==> src/rtl/dsg_guard_pkg.sv <==
package dsg_guard_pkg;

    typedef enum logic [1:0] {
        ST_NORM = 2'd0,
        ST_OCD  = 2'd1,
        ST_SCD  = 2'd2,
        ST_UVP  = 2'd3
    } guard_state_e;

endpackage

==> src/rtl/dsg_tick_gen.sv <==
module dsg_tick_gen #(
    parameter int DIV = 4
) (
    input  logic clk,
    input  logic rst_n,
    input  logic run_i,
    output logic tick_o
);
    localparam int PW = (DIV > 1) ? $clog2(DIV) : 1;
    localparam logic [PW-1:0] LAST = PW'(DIV - 1);

    logic [PW-1:0] pre_d, pre_q;

    always_comb begin
        tick_o = run_i && (pre_q == LAST);
        if (!run_i)           pre_d = '0;
        else if (pre_q == LAST) pre_d = '0;
        else                  pre_d = pre_q + 1'b1;
    end

    always_ff @(posedge clk or negedge rst_n) begin
        if (!rst_n) pre_q <= '0;
        else        pre_q <= pre_d;
    end
endmodule

==> src/rtl/dsg_dly_cnt.sv <==
module dsg_dly_cnt #(
    parameter int W = 11
) (
    input  logic         clk,
    input  logic         rst_n,
    input  logic         run_i,
    input  logic         tick_i,
    input  logic [W-1:0] limit_i,
    output logic         hit_o
);
    logic [W-1:0] cnt_d, cnt_q;
    logic [W:0]   nxt;

    always_comb begin
        nxt   = {1'b0, cnt_q} + 1'b1;
        hit_o = run_i && tick_i && (nxt >= {1'b0, limit_i});
        if (!run_i)      cnt_d = '0;
        else if (tick_i) cnt_d = nxt[W-1:0];
        else             cnt_d = cnt_q;
    end

    always_ff @(posedge clk or negedge rst_n) begin
        if (!rst_n) cnt_q <= '0;
        else        cnt_q <= cnt_d;
    end

    AST_CNT_IDLE_ZERO: assert property (@(posedge clk) disable iff (!rst_n)
        !$past(run_i) |-> cnt_q == '0) else $error("idle counter not zero");
endmodule

==> src/rtl/dsg_guard.sv <==
module dsg_guard
    import dsg_guard_pkg::*;
#(
    parameter int TICK_DIV       = 4,
    parameter int UVP_TICKS      = 1280,
    parameter int UVP_FAST_TICKS = 22,
    parameter int OCD_TICKS      = 120,
    parameter int SCD_TICKS      = 3,
    parameter int REL_TICKS      = 12
) (
    input  logic       clk,
    input  logic       rst_n,
    input  logic [1:0] cell_low_i,
    input  logic [1:0] cell_rel_i,
    input  logic       ocur_i,
    input  logic       short_i,
    input  logic       chg_i,
    input  logic       fast_i,
    output logic       dsg_en_o,
    output logic       rres_en_o,
    output logic       stby_o
);
    localparam int CW = $clog2(UVP_TICKS + 1);

    typedef struct packed {
        guard_state_e st;
    } guard_regs_t;

    guard_regs_t r_d, r_q;

    logic tick_w, run_tick;
    logic run_uvp, run_ocd, run_scd, run_rel;
    logic hit_uvp, hit_ocd, hit_scd, hit_rel;
    logic [CW-1:0] lim_uvp;

    assign run_tick = !(r_q.st == ST_UVP && !chg_i);

    dsg_tick_gen #(.DIV(TICK_DIV)) u_tick (
        .clk(clk), .rst_n(rst_n), .run_i(run_tick), .tick_o(tick_w)
    );

    always_comb begin
        lim_uvp = fast_i ? CW'(UVP_FAST_TICKS) : CW'(UVP_TICKS);
        run_uvp = (r_q.st == ST_NORM) && (|cell_low_i);
        run_ocd = (r_q.st == ST_NORM) && ocur_i && !short_i;
        run_scd = (r_q.st == ST_NORM) && short_i;
        unique case (r_q.st)
            ST_OCD, ST_SCD: run_rel = !ocur_i && !short_i;
            ST_UVP:         run_rel = chg_i && (&cell_rel_i);
            default:        run_rel = 1'b0;
        endcase
    end

    dsg_dly_cnt #(.W(CW)) u_uvp (
        .clk(clk), .rst_n(rst_n), .run_i(run_uvp), .tick_i(tick_w),
        .limit_i(lim_uvp), .hit_o(hit_uvp)
    );
    dsg_dly_cnt #(.W(CW)) u_ocd (
        .clk(clk), .rst_n(rst_n), .run_i(run_ocd), .tick_i(tick_w),
        .limit_i(CW'(OCD_TICKS)), .hit_o(hit_ocd)
    );
    dsg_dly_cnt #(.W(CW)) u_scd (
        .clk(clk), .rst_n(rst_n), .run_i(run_scd), .tick_i(tick_w),
        .limit_i(CW'(SCD_TICKS)), .hit_o(hit_scd)
    );
    dsg_dly_cnt #(.W(CW)) u_rel (
        .clk(clk), .rst_n(rst_n), .run_i(run_rel), .tick_i(tick_w),
        .limit_i(CW'(REL_TICKS)), .hit_o(hit_rel)
    );

    always_comb begin
        r_d = r_q;
        unique case (r_q.st)
            ST_NORM: begin
                if (hit_scd)      r_d.st = ST_SCD;
                else if (hit_ocd) r_d.st = ST_OCD;
                else if (hit_uvp) r_d.st = ST_UVP;
            end
            default: begin
                if (hit_rel) r_d.st = ST_NORM;
            end
        endcase
    end

    always_ff @(posedge clk or negedge rst_n) begin
        if (!rst_n) r_q <= '{st: ST_NORM};
        else        r_q <= r_d;
    end

    assign dsg_en_o  = (r_q.st == ST_NORM);
    assign rres_en_o = (r_q.st == ST_OCD) || (r_q.st == ST_SCD);
    assign stby_o    = (r_q.st == ST_UVP) && !chg_i;

    AST_EN_EXCLUSIVE: assert property (@(posedge clk) disable iff (!rst_n)
        dsg_en_o |-> !rres_en_o && !stby_o) else $error("enable with fault");
    AST_STBY_NO_TICK: assert property (@(posedge clk) disable iff (!rst_n)
        stby_o |-> !tick_w) else $error("tick in standby");
    AST_UVP_NEEDS_CHG: assert property (@(posedge clk) disable iff (!rst_n)
        ($rose(dsg_en_o) && $past(r_q.st == ST_UVP)) |-> $past(chg_i))
        else $error("deep discharge left without charger");
    AST_RES_CAUSE: assert property (@(posedge clk) disable iff (!rst_n)
        $rose(rres_en_o) |-> $past(ocur_i || short_i))
        else $error("resistor on without current fault");
    AST_FAULT_FROM_NORM: assert property (@(posedge clk) disable iff (!rst_n)
        $fell(dsg_en_o) |-> $past(tick_w)) else $error("fault off tick");
endmodule

==> config.mk <==
export PLATFORM = sky130hd
export DESIGN_NAME = dsg_guard
export DESIGN_NICKNAME = d
export VERILOG_FILES = /design/src/rtl/dsg_guard_pkg.sv /design/src/rtl/dsg_tick_gen.sv /design/src/rtl/dsg_dly_cnt.sv /design/src/rtl/dsg_guard.sv
export SDC_FILE = /design/constraint.sdc
export NUM_CORES = 1
export LEC_CHECK = 0
export BUFFER_PORTS_ARGS = -buffer_cell sky130_fd_sc_hd__buf_2
export CAP_MARGIN = 20
export CORE_MARGIN = 4
export CORE_UTILIZATION = 45
export DETAILED_ROUTE_END_ITERATION = 10
export HOLD_SLACK_MARGIN = 0.02
export PLACE_DENSITY_LB_ADDON = 0.1
export SYNTH_ARGS = -nofsm -noshare
export SYNTH_HDL_FRONTEND = slang
export SYNTH_HIERARCHICAL = 1
export SYNTH_SLANG_ARGS = --single-unit
==> constraint.sdc <==
create_clock -name clk -period 4.2 [get_ports clk]
set_clock_uncertainty 0.15 [all_clocks]
set_input_delay 0.84 -clock clk [delete_from_list [all_inputs] [get_ports clk]]
set_output_delay 0.84 -clock clk [all_outputs]
set_load 0.01 [all_outputs]
; Word-level counts from Yosys, hierarchy flattened
; Cells that the tools add are included.
[word_totals]
inputBits = 10
output_inout_bits = 3
regBits = 48
elab_cells = 68
[classes]
muxes = 17
add_sub_neg = 5
magnitude_cmp = 4
n_eq_ne = 9
reduce_logical = 27
[op_table]
columns = op, n
row1 = two-way mux 11 bit, 9
row2 = "adder 11 x 1 -> 12 bit, second input constant", 4
row3 = logical AND 1 bit, 16
row4 = two-way mux 2 bit, 7
row5 = greater-or-equal comparator 12 x 11 -> 1 bit, 1
row6 = "greater-or-equal comparator 12 x 2 -> 1 bit, second input constant", 1
row7 = "greater-or-equal comparator 12 x 4 -> 1 bit, second input constant", 1
row8 = "greater-or-equal comparator 12 x 7 -> 1 bit, second input constant", 1
row9 = "equality test 2 bit, second input constant", 3
row10 = "inequality test 2 bit, second input constant", 3
row11 = logical NOT 1 bit, 4
row12 = "inequality test 4 x 1 -> 1 bit, second input constant", 1
row13 = AND reduction 2 bit, 2
row14 = OR reduction 2 bit, 2
row15 = "adder 2 x 1 -> 2 bit, second input constant", 1
row16 = "equality test 2 x 1 -> 1 bit, second input constant", 1
row17 = logical NOT 2 bit, 1
row18 = "inequality test 2 x 1 -> 1 bit, second input constant", 1
row19 = one-hot mux 1 bit (2 select lines), 1
row20 = nonzero test 2 bit, 1
row21 = logical OR 1 bit, 1

; Logic depth before layout (Yosys ltp)
; Gate-level depths: netlist of the first run.
[depth]
depth_word = 10
ltp_mapped = 12
ltp_nobuf = 11

; Hierarchy
; Netlist of the first run, hierarchy kept.
[by_module_without_submodules]
columns = module, cells_each, n_inst, area_per_inst_um2
row1 = dsg_dly_cnt, 112, 4, 999.7
row2 = dsg_guard, 26, 1, 215.2
row3 = dsg_tick_gen, 6, 1, 88.8

; Worst setup path after synthesis of the first run
; No wires, ideal clock.
[synth_timing]
kind = register -> register
from = register u_uvp.cnt_q[0]
to = register r_q[0] in the netlist's numbering
t_arrival_ps = 2294
stages_incl_launch_ff = 13
setup_time_ps = 122
period_less_slack_ps = 2566
slack_ps = 1634
path_cell_list = dfrtp_1 ha_1 and3_1 buf_6 nand3_1 xnor2_1 ha_1 a21o_1 a21o_1 a31oi_1 o22ai_1 or2_2 a32o_1
[synth_between]
elab_chain_len = 5
[synth_rtl]
columns = item, line_no
row1 = start: declaration, dsg_dly_cnt.sv:11  ; logic [W-1:0] cnt_d, cnt_q;
row2 = start signal: assignment, dsg_dly_cnt.sv:24  ; else cnt_q <= cnt_d;
row3 = adder 11 x 1 -> 12 bit, dsg_dly_cnt.sv:15  ; nxt = {1'b0, cnt_q} + 1'b1;
row4 = greater-or-equal comparator 12 x 11 -> 1 bit, dsg_dly_cnt.sv:16  ; hit_o = run_i && tick_i && (nxt >= {1'b0, limit_i});
row5 = logical AND 1 bit, dsg_dly_cnt.sv:16
row6 = net hit_uvp, dsg_guard.sv:33  ; logic hit_uvp, hit_ocd, hit_scd, hit_rel;
row7 = inequality test 4 x 1 -> 1 bit (no source line), n/a
row8 = AND reduction 2 bit (no source line), n/a
row9 = end signal: assignment, dsg_guard.sv:86  ; if (!rst_n) r_q <= '{st: ST_NORM};
row10 = end signal: assignment, dsg_guard.sv:87  ; else r_q <= r_d;
row11 = end: declaration, dsg_guard.sv:29  ; guard_regs_t r_d, r_q;
; The timed path passes the listed nets, and every way through them passes these cells.
; A chain may end at the register's enable or synchronous reset.

; Final worst setup path of the first run
[layout_timing]
from = register u_scd.cnt_q[0]
to = register r_q[0] in the netlist's numbering
[layout_between]
elab_chain_len = 5
[layout_rtl]
columns = item, line_no
row1 = start: declaration, dsg_dly_cnt.sv:11
row2 = start signal: assignment, dsg_dly_cnt.sv:24
row3 = adder 11 x 1 -> 12 bit (*), dsg_dly_cnt.sv:15
row4 = greater-or-equal comparator 12 x 2 -> 1 bit (*), dsg_dly_cnt.sv:16
row5 = logical AND 1 bit (*), dsg_dly_cnt.sv:16
row6 = net hit_scd, dsg_guard.sv:33
row7 = inequality test 4 x 1 -> 1 bit (no source line) or two-way mux 2 bit (tied branches), n/a
row8 = AND reduction 2 bit (no source line) or two-way mux 2 bit (tied branches), n/a
; The timed path passes the listed nets; every way through them passes the cells marked *.

==> results.yml, run 1 <==
synthesis:
  synth_edf_count: 0
  synth_cell_types: 36
  syn_inst: 480
  synthesis.area_um2: 4300
  ys_warn_count: 6
  ys_seq_elements: 48
  async_flop_share: 1.00
  syn_avg_cell_area_um2: 8.96
  ys_seq_area_frac: 0.279
  synth_ff_type: "dfrtp_1"
power_and_ir_drop:
  vdd_ir_drop_max_uv: 133
  comb_power_share: 0.105
  p_int_uw: 622
  pwr-share-seq: 0.560
  power.total_uw: 844
  leakagePower_nw: 2.28
  power_switching_uw: 222
  sw_frac_of_total: 0.263
  p_clk_frac: 0.335
  powerDensity_nw_per_um2: 185
clocking:
  cts_tree: "yes"
  clock_latency_ns: 0.30
  cts_sinks: 48
  post_cts_resized: 0
  cts_hold_buf: 0
  htree_levels: 2
  cts_buffers: 5
  cts_buffer_depth: 2
  ctsRootBufferMaster: "clkbuf_8"
  clk_pin_slew_ns: 0.10
  post-cts-setup-buffer-count: 0
critical_path:
  crit_required_ns: 4.24
  path_class: "flop to flop"
  worst_path_dominant_cell_family: "simple AND/OR/NAND/NOR gates"
  critPathMaxStageDelay_ns: 0.47
  cp_max_fo: 8
  crit_buf_inv: 0
  crit_slowest_cell: "dfrtp_1"
  r2r_end: "r_q[0]"
  crit_chain: "ha_1 > and3_1 > nand3_1 > xnor2_1 > ha_1 > nand3_1 > or2_2 > o22ai_1 > nand2_1 > a32o_1"
  rr_startpoint: "u_scd/cnt_q[0]"
  worst_setup_path_end_kind: "flop"
  cp.arrival_ns: 2.98
  startpoint_type: "flop"
  regToRegSetupSlack_ns: 1.26
  r2r_cells: 10
drt:
  drcViolationCount: 0
  final_antenna_net_count: 0
  vias: 3147
  routedWlPerCell_um: 12.1
  drt_iter0_drc: 91
  first_pass_iters: 4
  routed_wl_um: 7840
  detail_route.vias_per_cell: 4.87
finish:
  most-common-layout-cells: "inv_1, ha_1, xnor2_1"
  area_growth_pct: 6.19
  drive_above_1_share: 0.0793
  nNetsFinal: 578
  multi_input_area_um2: 2830
  design_area_um2: 4570
  diodes: 0
  fin_util: 0.492
  layoutNonFillerInstCount: 646
  n_fill_cell: 921
  final-seq-area_um2: 1200
status:
  outcome: "complete, no violations"
placed_design:
  dp_cells: 638
  dp.final_hpwl_um: 5990
  portBuffers: 12
  placed_cell_area_um2: 4480
  place_congestion: 0.836
grt:
  grt_pass1_wl_um: 14400
  grt_max_degree: 28
  grt_pass1_vias: 3118
  antenna_found_initial: 0
  track_usage: 0.154
  grt-ovfl-total: 0
worst_hold_path:
  hold_class: "flop to flop"
  min_from: "u_tick/pre_q[0]"
  hold_depth: 1
  whs_endpoint: "u_tick/pre_q[0]"
sta:
  slew-limit-headroom: 0.557
  rsz0062_at_grt: "no"
  drv_slew: 0
  finalCritPeriodShare: 0.699
  hold_viol: 0
  finalSetupTns_ns: 0
  min_period_ns: 2.94
  clock.fmax_mhz: 340
  tightest_slew_ns: 0.665
  finalSetupViolCount: 0
die:
  rows: 35
  die-width_um: 106
  die_h_um: 106
  core_um2: 9280
  ioPinCount: 13
  start_util: 0.463
  dieArea_um2: 11200
run:
  max_cap_viol_count: 0
-- metrics by stage --
stage	hold slack, ns	setup WS (ns)
floorplan	0.279	1.63
global placement	0.287	1.29
detailed placement	0.304	1.22
CTS	0.319	1.26
global route	0.338	0.987
finish	0.316	1.26
-- power by group through the flow --
| stage | clock (mW) | combinational [mW] | sequential, mW |
|---|---|---|---|
| final | 0.283 | 0.0885 | 0.473 |
| after global routing | 0.320 | 0.106 | 0.474 |
| after floorplan | 0 | 0.0582 | 0.480 |
| after detailed placement | 0 | 0.0880 | 0.482 |
| after global placement | 0 | 0.0858 | 0.482 |
| after CTS | 0.301 | 0.0890 | 0.473 |
-- sequential cells by signal (all words and copies together), names as in the netlist --
| signal | flops |
|---|---|
| u_ocd/cnt_q | 11 |
| u_rel/cnt_q | 11 |
| u_scd/cnt_q | 11 |
| u_uvp/cnt_q | 11 |
| r_q | 2 |
| u_tick/pre_q | 2 |
-- final cells by class --
type	instances	area share
multi-input combinational	393	0.619
sequential	48	0.263
inverter	52	0.0427
tap	129	0.0353
timing repair buffer	16	0.0197
clock buffer	5	0.0151
clock inverter	3	0.00493
-- cells by family after synthesis --
kind of cell | count (synthesis) | share of synthesized area
flip-flops | 48 | 0.279
AND/OR/NAND/NOR | 173 | 0.234
buffers and inverters | 76 | 0.0954
AO/OA/AOI/OAI | 49 | 0.0736
XOR/XNOR | 72 | 0.147
adder cells (fa/ha/maj) | 52 | 0.151
multiplexers | 8 | 0.0186
other | 2 | 0.00175
-- metal layers --
metal,GRT usage,vias up,part of all wire
met4,0.0278,0,0.0048
met3,0.0239,2,0.020
li1,-,1658,-
met2,0.252,30,0.46
met5,0,-,0
met1,0.218,1457,0.51
-- cells in the mapped netlist, types with 4 or more instances --
library cell | instances | share of area
a21oi_1 | 17 | 0.020
or2b_1 | 4 | 0.0070
dfrtp_1 | 48 | 0.28
xnor2_1 | 52 | 0.11
and4_1 | 4 | 0.0081
nor2b_1 | 5 | 0.0073
nand2_1 | 26 | 0.023
and3_2 | 4 | 0.0070
buf_6 | 16 | 0.042
clkbuf_1 | 4 | 0.0035
nand3_1 | 32 | 0.037
and2_1 | 38 | 0.055
o22ai_1 | 4 | 0.0058
or2_2 | 5 | 0.0073
nand4_1 | 29 | 0.042
o21ai_0 | 8 | 0.0093
nor3_1 | 4 | 0.0047
mux2i_1 | 8 | 0.019
a31oi_1 | 4 | 0.0058
ha_1 | 52 | 0.15
inv_1 | 52 | 0.045
nor2_2 | 4 | 0.0058
a21o_1 | 8 | 0.014
nand2b_1 | 6 | 0.0087
and3_1 | 8 | 0.012
a2111o_1 | 4 | 0.010
xor2_1 | 20 | 0.041
buf_2 | 4 | 0.0047
-- how the worst max path moves through the flow --
stage | start | endpoint | slack (ns) | cells past startpoint
3_3_place_gp | chg_i | r_q[0] | 1.29 | 8
2_1_floorplan | u_uvp/cnt_q[0] | r_q[0] | 1.63 | 12
4_1_cts | u_scd/cnt_q[0] | r_q[0] | 1.26 | 10
5_1_grt | u_scd/cnt_q[0] | r_q[0] | 0.99 | 10
6_report | u_scd/cnt_q[0] | r_q[0] | 1.26 | 10
3_5_place_dp | chg_i | r_q[0] | 1.22 | 8
No activity file was read; power rests on OpenSTA's default activity.
==> inputs of run 2 (changes only) <==
Clock period 4.2 ns to 2.5 ns, I/O delays scaled along.
==> results.yml, run 2 (synthesis gave the netlist of run 1 again) <==
finish:
  layout_commonest_cell: "buf_4"
  diodes: 0
  layoutNonFillerInstCount: 714
  drive_above_1_share: 0.241
  nNetsFinal: 646
  n_fill_cell: 861
  most-common-layout-cells: "buf_4, inv_1, xnor2_1"
  area_growth_pct: 23.0
die:
  start_util: 0.463
  core_um2: 9280
  ioPinCount: 13
  rows: 35
  die-width_um: 106
  dieArea_um2: 11200
  die_h_um: 106
power_and_ir_drop:
  powerDensity_nw_per_um2: 302
  leakagePower_nw: 2.67
  vdd_ir_drop_max_uv: 282
grt:
  track_usage: 0.159
  grt-ovfl-total: 0
  antenna_found_initial: 0
  grt_max_degree: 49
  grt_pass1_vias: 3245
  grt_pass1_wl_um: 14700
sta:
  tightest_slew_ns: 0.614
  drv_slew: 0
  slew-limit-headroom: 0.590
  finalCritPeriodShare: 1.03
  min_period_ns: 2.58
  clock.fmax_mhz: 388
  hold_viol: 0
  rsz0062_at_grt: "yes"
  finalSetupViolCount: 2
  finalWorstSetupSlack_ns: -0.0760
status:
  violations: "setup timing"
  outcome: "complete, but fails checks"
clocking:
  clk_pin_slew_ns: 0.09
  ctsRootBufferMaster: "clkbuf_8"
  clock_latency_ns: 0.30
  cts_buffer_depth: 2
  cts_hold_buf: 0
  htree_levels: 2
  cts_sinks: 48
  cts_buffers: 5
  cts_tree: "yes"
placed_design:
  portBuffers: 12
  pre_cts_ws_ns: -0.0913
  dp.final_hpwl_um: 6510
  place_congestion: 0.780
  dp_cells: 694
drt:
  first_pass_iters: 4
  drcViolationCount: 0
  routedWlPerCell_um: 12.1
  vias: 3353
  drt_iter0_drc: 61
  routed_wl_um: 8660
  detail_route.vias_per_cell: 4.70
  final_antenna_net_count: 0
run:
  max_cap_viol_count: 0
critical_path:
  crit_required_ns: 2.55
  path_class: "flop to flop"
  cp_max_fo: 7
  startpoint_type: "flop"
  cp.arrival_ns: 2.62
  worst_setup_path_end_kind: "flop"
worst_hold_path:
  hold_class: "input pin to asynchronous set/reset pin"
-- run 2: cell types whose count changed in the layout (fill, tap and decap cells not counted), moves of 6 or more --
cell / previous run / this run
buf_4: 4 / 71
ha_1: 52 / 46
ha_2: 0 / 6
nand3_1: 32 / 22
nand3_2: 0 / 9
-- run 2: final timing paths --
check | start | end | slack [ns] | cells past startpoint
min reg2reg | u_tick/pre_q[0] | u_tick/pre_q[0] | 0.31 | 1
max in group asynchronous | rst_n | u_rel/cnt_q[4] | 1.65 | 2
max | u_uvp/cnt_q[1] | r_q[0] | -0.08 | 10
min in group clk | u_tick/pre_q[0] | u_tick/pre_q[0] | 0.31 | 1
min | rst_n | u_uvp/cnt_q[1] | 0.14 | 2
max reg2reg | u_uvp/cnt_q[1] | r_q[0] | -0.08 | 10
-- run 2: worst max-delay path, cell delays in order (launching register included) --
cell and delay, ns:
dfrtp_1 0.42, ha_2 0.20, and3_4 0.23, nand3_2 0.09, xnor2_2 0.14, ha_1 0.31, a21o_1 0.19, a31oi_2 0.17
o22ai_2 0.13, or2_4 0.23, a32o_1 0.21
-- run 2: routing by layer --
metal | share of wire | global-route usage
met1 | 0.51 | 0.215
met2 | 0.47 | 0.274
met3 | 0.014 | 0.0190
met4 | 0.0091 | 0.0361
met5 | 0 | 0
-- run 2: final cells by class --
type	instances	area (um2)	share of cell area
Inverter	52	195	0.0369
Sequential cell	48	1200	0.227
Timing Repair Buffer	84	604	0.114
Clock inverter	1	30.0	0.00568
Multi-Input combinational cell	393	3000	0.568
Clock buffer	7	96.3	0.0182
Tap cell	129	161	0.0305
-- run 2: power breakdown --
part	switching, mW	internal (mW)
Combinational	0.0994	0.0862
Clock	0.269	0.353
Sequential	0.00834	0.782
Total	0.377	1.22
-- run 2: through the flow --
stage / area, um2 / hold WS, ns / power [mW] / util / setup TNS [ns]
3_3_place_gp: 4940 / 0.291 / 0.979 / 0.532 / -0.121
4_1_cts: 5110 / 0.157 / 1.61 / 0.551 / -0.137
6_report: 5290 / 0.139 / 1.60 / 0.570 / -0.135
2_1_floorplan: 4480 / 0.0544 / 0.906 / - / -0.0275
5_1_grt: 5290 / 0.196 / 1.68 / 0.570 / -0.360
3_5_place_dp: 4940 / 0.299 / 0.984 / 0.532 / -0.160
-- run 2: what timing repair did --
action | CTS | global route
buffers inserted | 3 | 9
pin swaps | 20 | 23
endpoints found under the setup margin | 2 | 2
gates resized for setup | 7 | 22
==> inputs of run 3 (changes only) <==
Settings changed: CORE_UTILIZATION 45 to 35.
==> results.yml, run 3 (synthesis gave the netlist of run 1 again) <==
finish:
  drive_above_1_share: 0.272
  area_growth_pct: 29.0
  design_area_um2: 5550
  fin_util: 0.462
  layoutNonFillerInstCount: 743
  layout_commonest_cell: "buf_4"
  diodes: 0
  nNetsFinal: 658
  most-common-layout-cells: "buf_4, inv_1, xnor2_1"
die:
  dieArea_um2: 14100
  die-width_um: 119
  ioPinCount: 13
  die_h_um: 119
  core_um2: 12000
  rows: 40
  start_util: 0.358
clocking:
  cts_buffers: 5
  htree_levels: 2
  cts_sinks: 48
  cts_hold_buf: 0
  clk_pin_slew_ns: 0.07
  ctsRootBufferMaster: "clkbuf_16"
  cts_tree: "yes"
  clock_latency_ns: 0.30
  cts_buffer_depth: 2
run:
  max_cap_viol_count: 0
sta:
  rsz0062_at_grt: "yes"
  finalSetupViolCount: 2
  hold_viol: 0
  finalCritPeriodShare: 1.01
  min_period_ns: 2.53
  finalWorstSetupSlack_ns: -0.0254
  tightest_slew_ns: 0.642
  drv_slew: 0
  clock.fmax_mhz: 396
  slew-limit-headroom: 0.572
grt:
  grt_max_degree: 49
  antenna_found_initial: 0
  grt_pass1_vias: 3485
  track_usage: 0.132
  grt_pass1_wl_um: 15600
  grt-ovfl-total: 0
critical_path:
  worst_setup_path_end_kind: "flop"
  cp.arrival_ns: 2.56
  crit_required_ns: 2.54
  crit_slowest_cell: "dfrtp_1"
  cp_max_fo: 5
  path_class: "flop to flop"
  startpoint_type: "flop"
  regToRegSetupSlack_ns: -0.03
  critPathMaxStageDelay_ns: 0.40
  crit_chain: "ha_2 > and3_4 > nand3_2 > xnor2_1 > ha_1 > a21o_1 > a21o_1 > a31oi_2 > o22ai_2 > or2_4 > a32o_1"
  crit_top_cell: "a21o_1"
power_and_ir_drop:
  power.total_mw: 1.84
  powerDensity_nw_per_um2: 332
  leakagePower_nw: 2.76
  vdd_ir_drop_max_uv: 266
placed_design:
  portBuffers: 12
  placed_cell_area_um2: 4980
  place_congestion: 0.807
  dp_cells: 713
  dp.final_hpwl_um: 6790
  pre_cts_ws_ns: -0.127
drt:
  drcViolationCount: 0
  routedWlPerCell_um: 12.1
  vias: 3399
  first_pass_iters: 4
  routed_wl_um: 9010
  final_antenna_net_count: 0
  detail_route.vias_per_cell: 4.57
  drt_iter0_drc: 56
status:
  violations: "setup timing"
  outcome: "complete, but fails checks"
worst_hold_path:
  hold_class: "input pin to asynchronous set/reset pin"
## run 3: per-layer routing
metal / vias to the layer above / track usage / part of all wire
met3: 12 / 0.0195 / 0.018
li1: 1817 / - / -
met5: - / 0 / 0
met2: 18 / 0.226 / 0.49
met1: 1552 / 0.170 / 0.47
met4: 0 / 0.0463 / 0.020
## run 3: final cells by class
type	instances	area, um2
Inverter	52	195
Timing Repair Buffer	96	714
Tap cell	147	184
Multi-Input combinational cell	393	3070
Sequential cell	48	1200
Clock buffer	5	125
Fill cell	1155	6460
Clock inverter	2	60.1
## run 3: where the power goes
part / leakage, nW / internal (mW) / switching (mW)
combinational: 2.01 / 0.0903 / 0.100
clock: 0.0899 / 0.568 / 0.293
sequential: 0.659 / 0.783 / 0.00834
## run 3: per-stage QoR
stage	TNS, ns	hold slack (ns)
detailed placement	-0.233	0.295
finish	-0.0369	0.158
CTS	-0.0745	0.190
floorplan	-0.0275	0.0544
global placement	-0.198	0.286
global route	-0.286	0.225
## run 3: timing repair
item,in CTS,in global routing
buffers inserted,17,8
setup endpoints to repair,2,4
gates resized for setup,11,38
pin swaps,22,29
## run 3: worst paths after layout
| check | start | cells after the start | to |
|---|---|---|---|
| worst max-delay path | u_ocd/cnt_q[1] | 11 | r_q[0] |
| worst min-delay path | rst_n | 2 | u_rel/cnt_q[7] |
| worst max register to register | u_ocd/cnt_q[1] | 11 | r_q[0] |
| worst min register to register | u_tick/pre_q[0] | 1 | u_tick/pre_q[0] |
| max in group asynchronous | rst_n | 2 | u_rel/cnt_q[6] |
| min in group clk | u_tick/pre_q[0] | 1 | u_tick/pre_q[0] |
## run 3: worst max-delay path, delay by kind of cell, from the launching register on
kind,cells,cell delay [ns]
xor gates and xnor gates,1,0.14
and+or+nand+nor,3,0.55
DFF,1,0.40
AOI/OAI and AO/OA,5,0.80
adders and majority gates,2,0.38
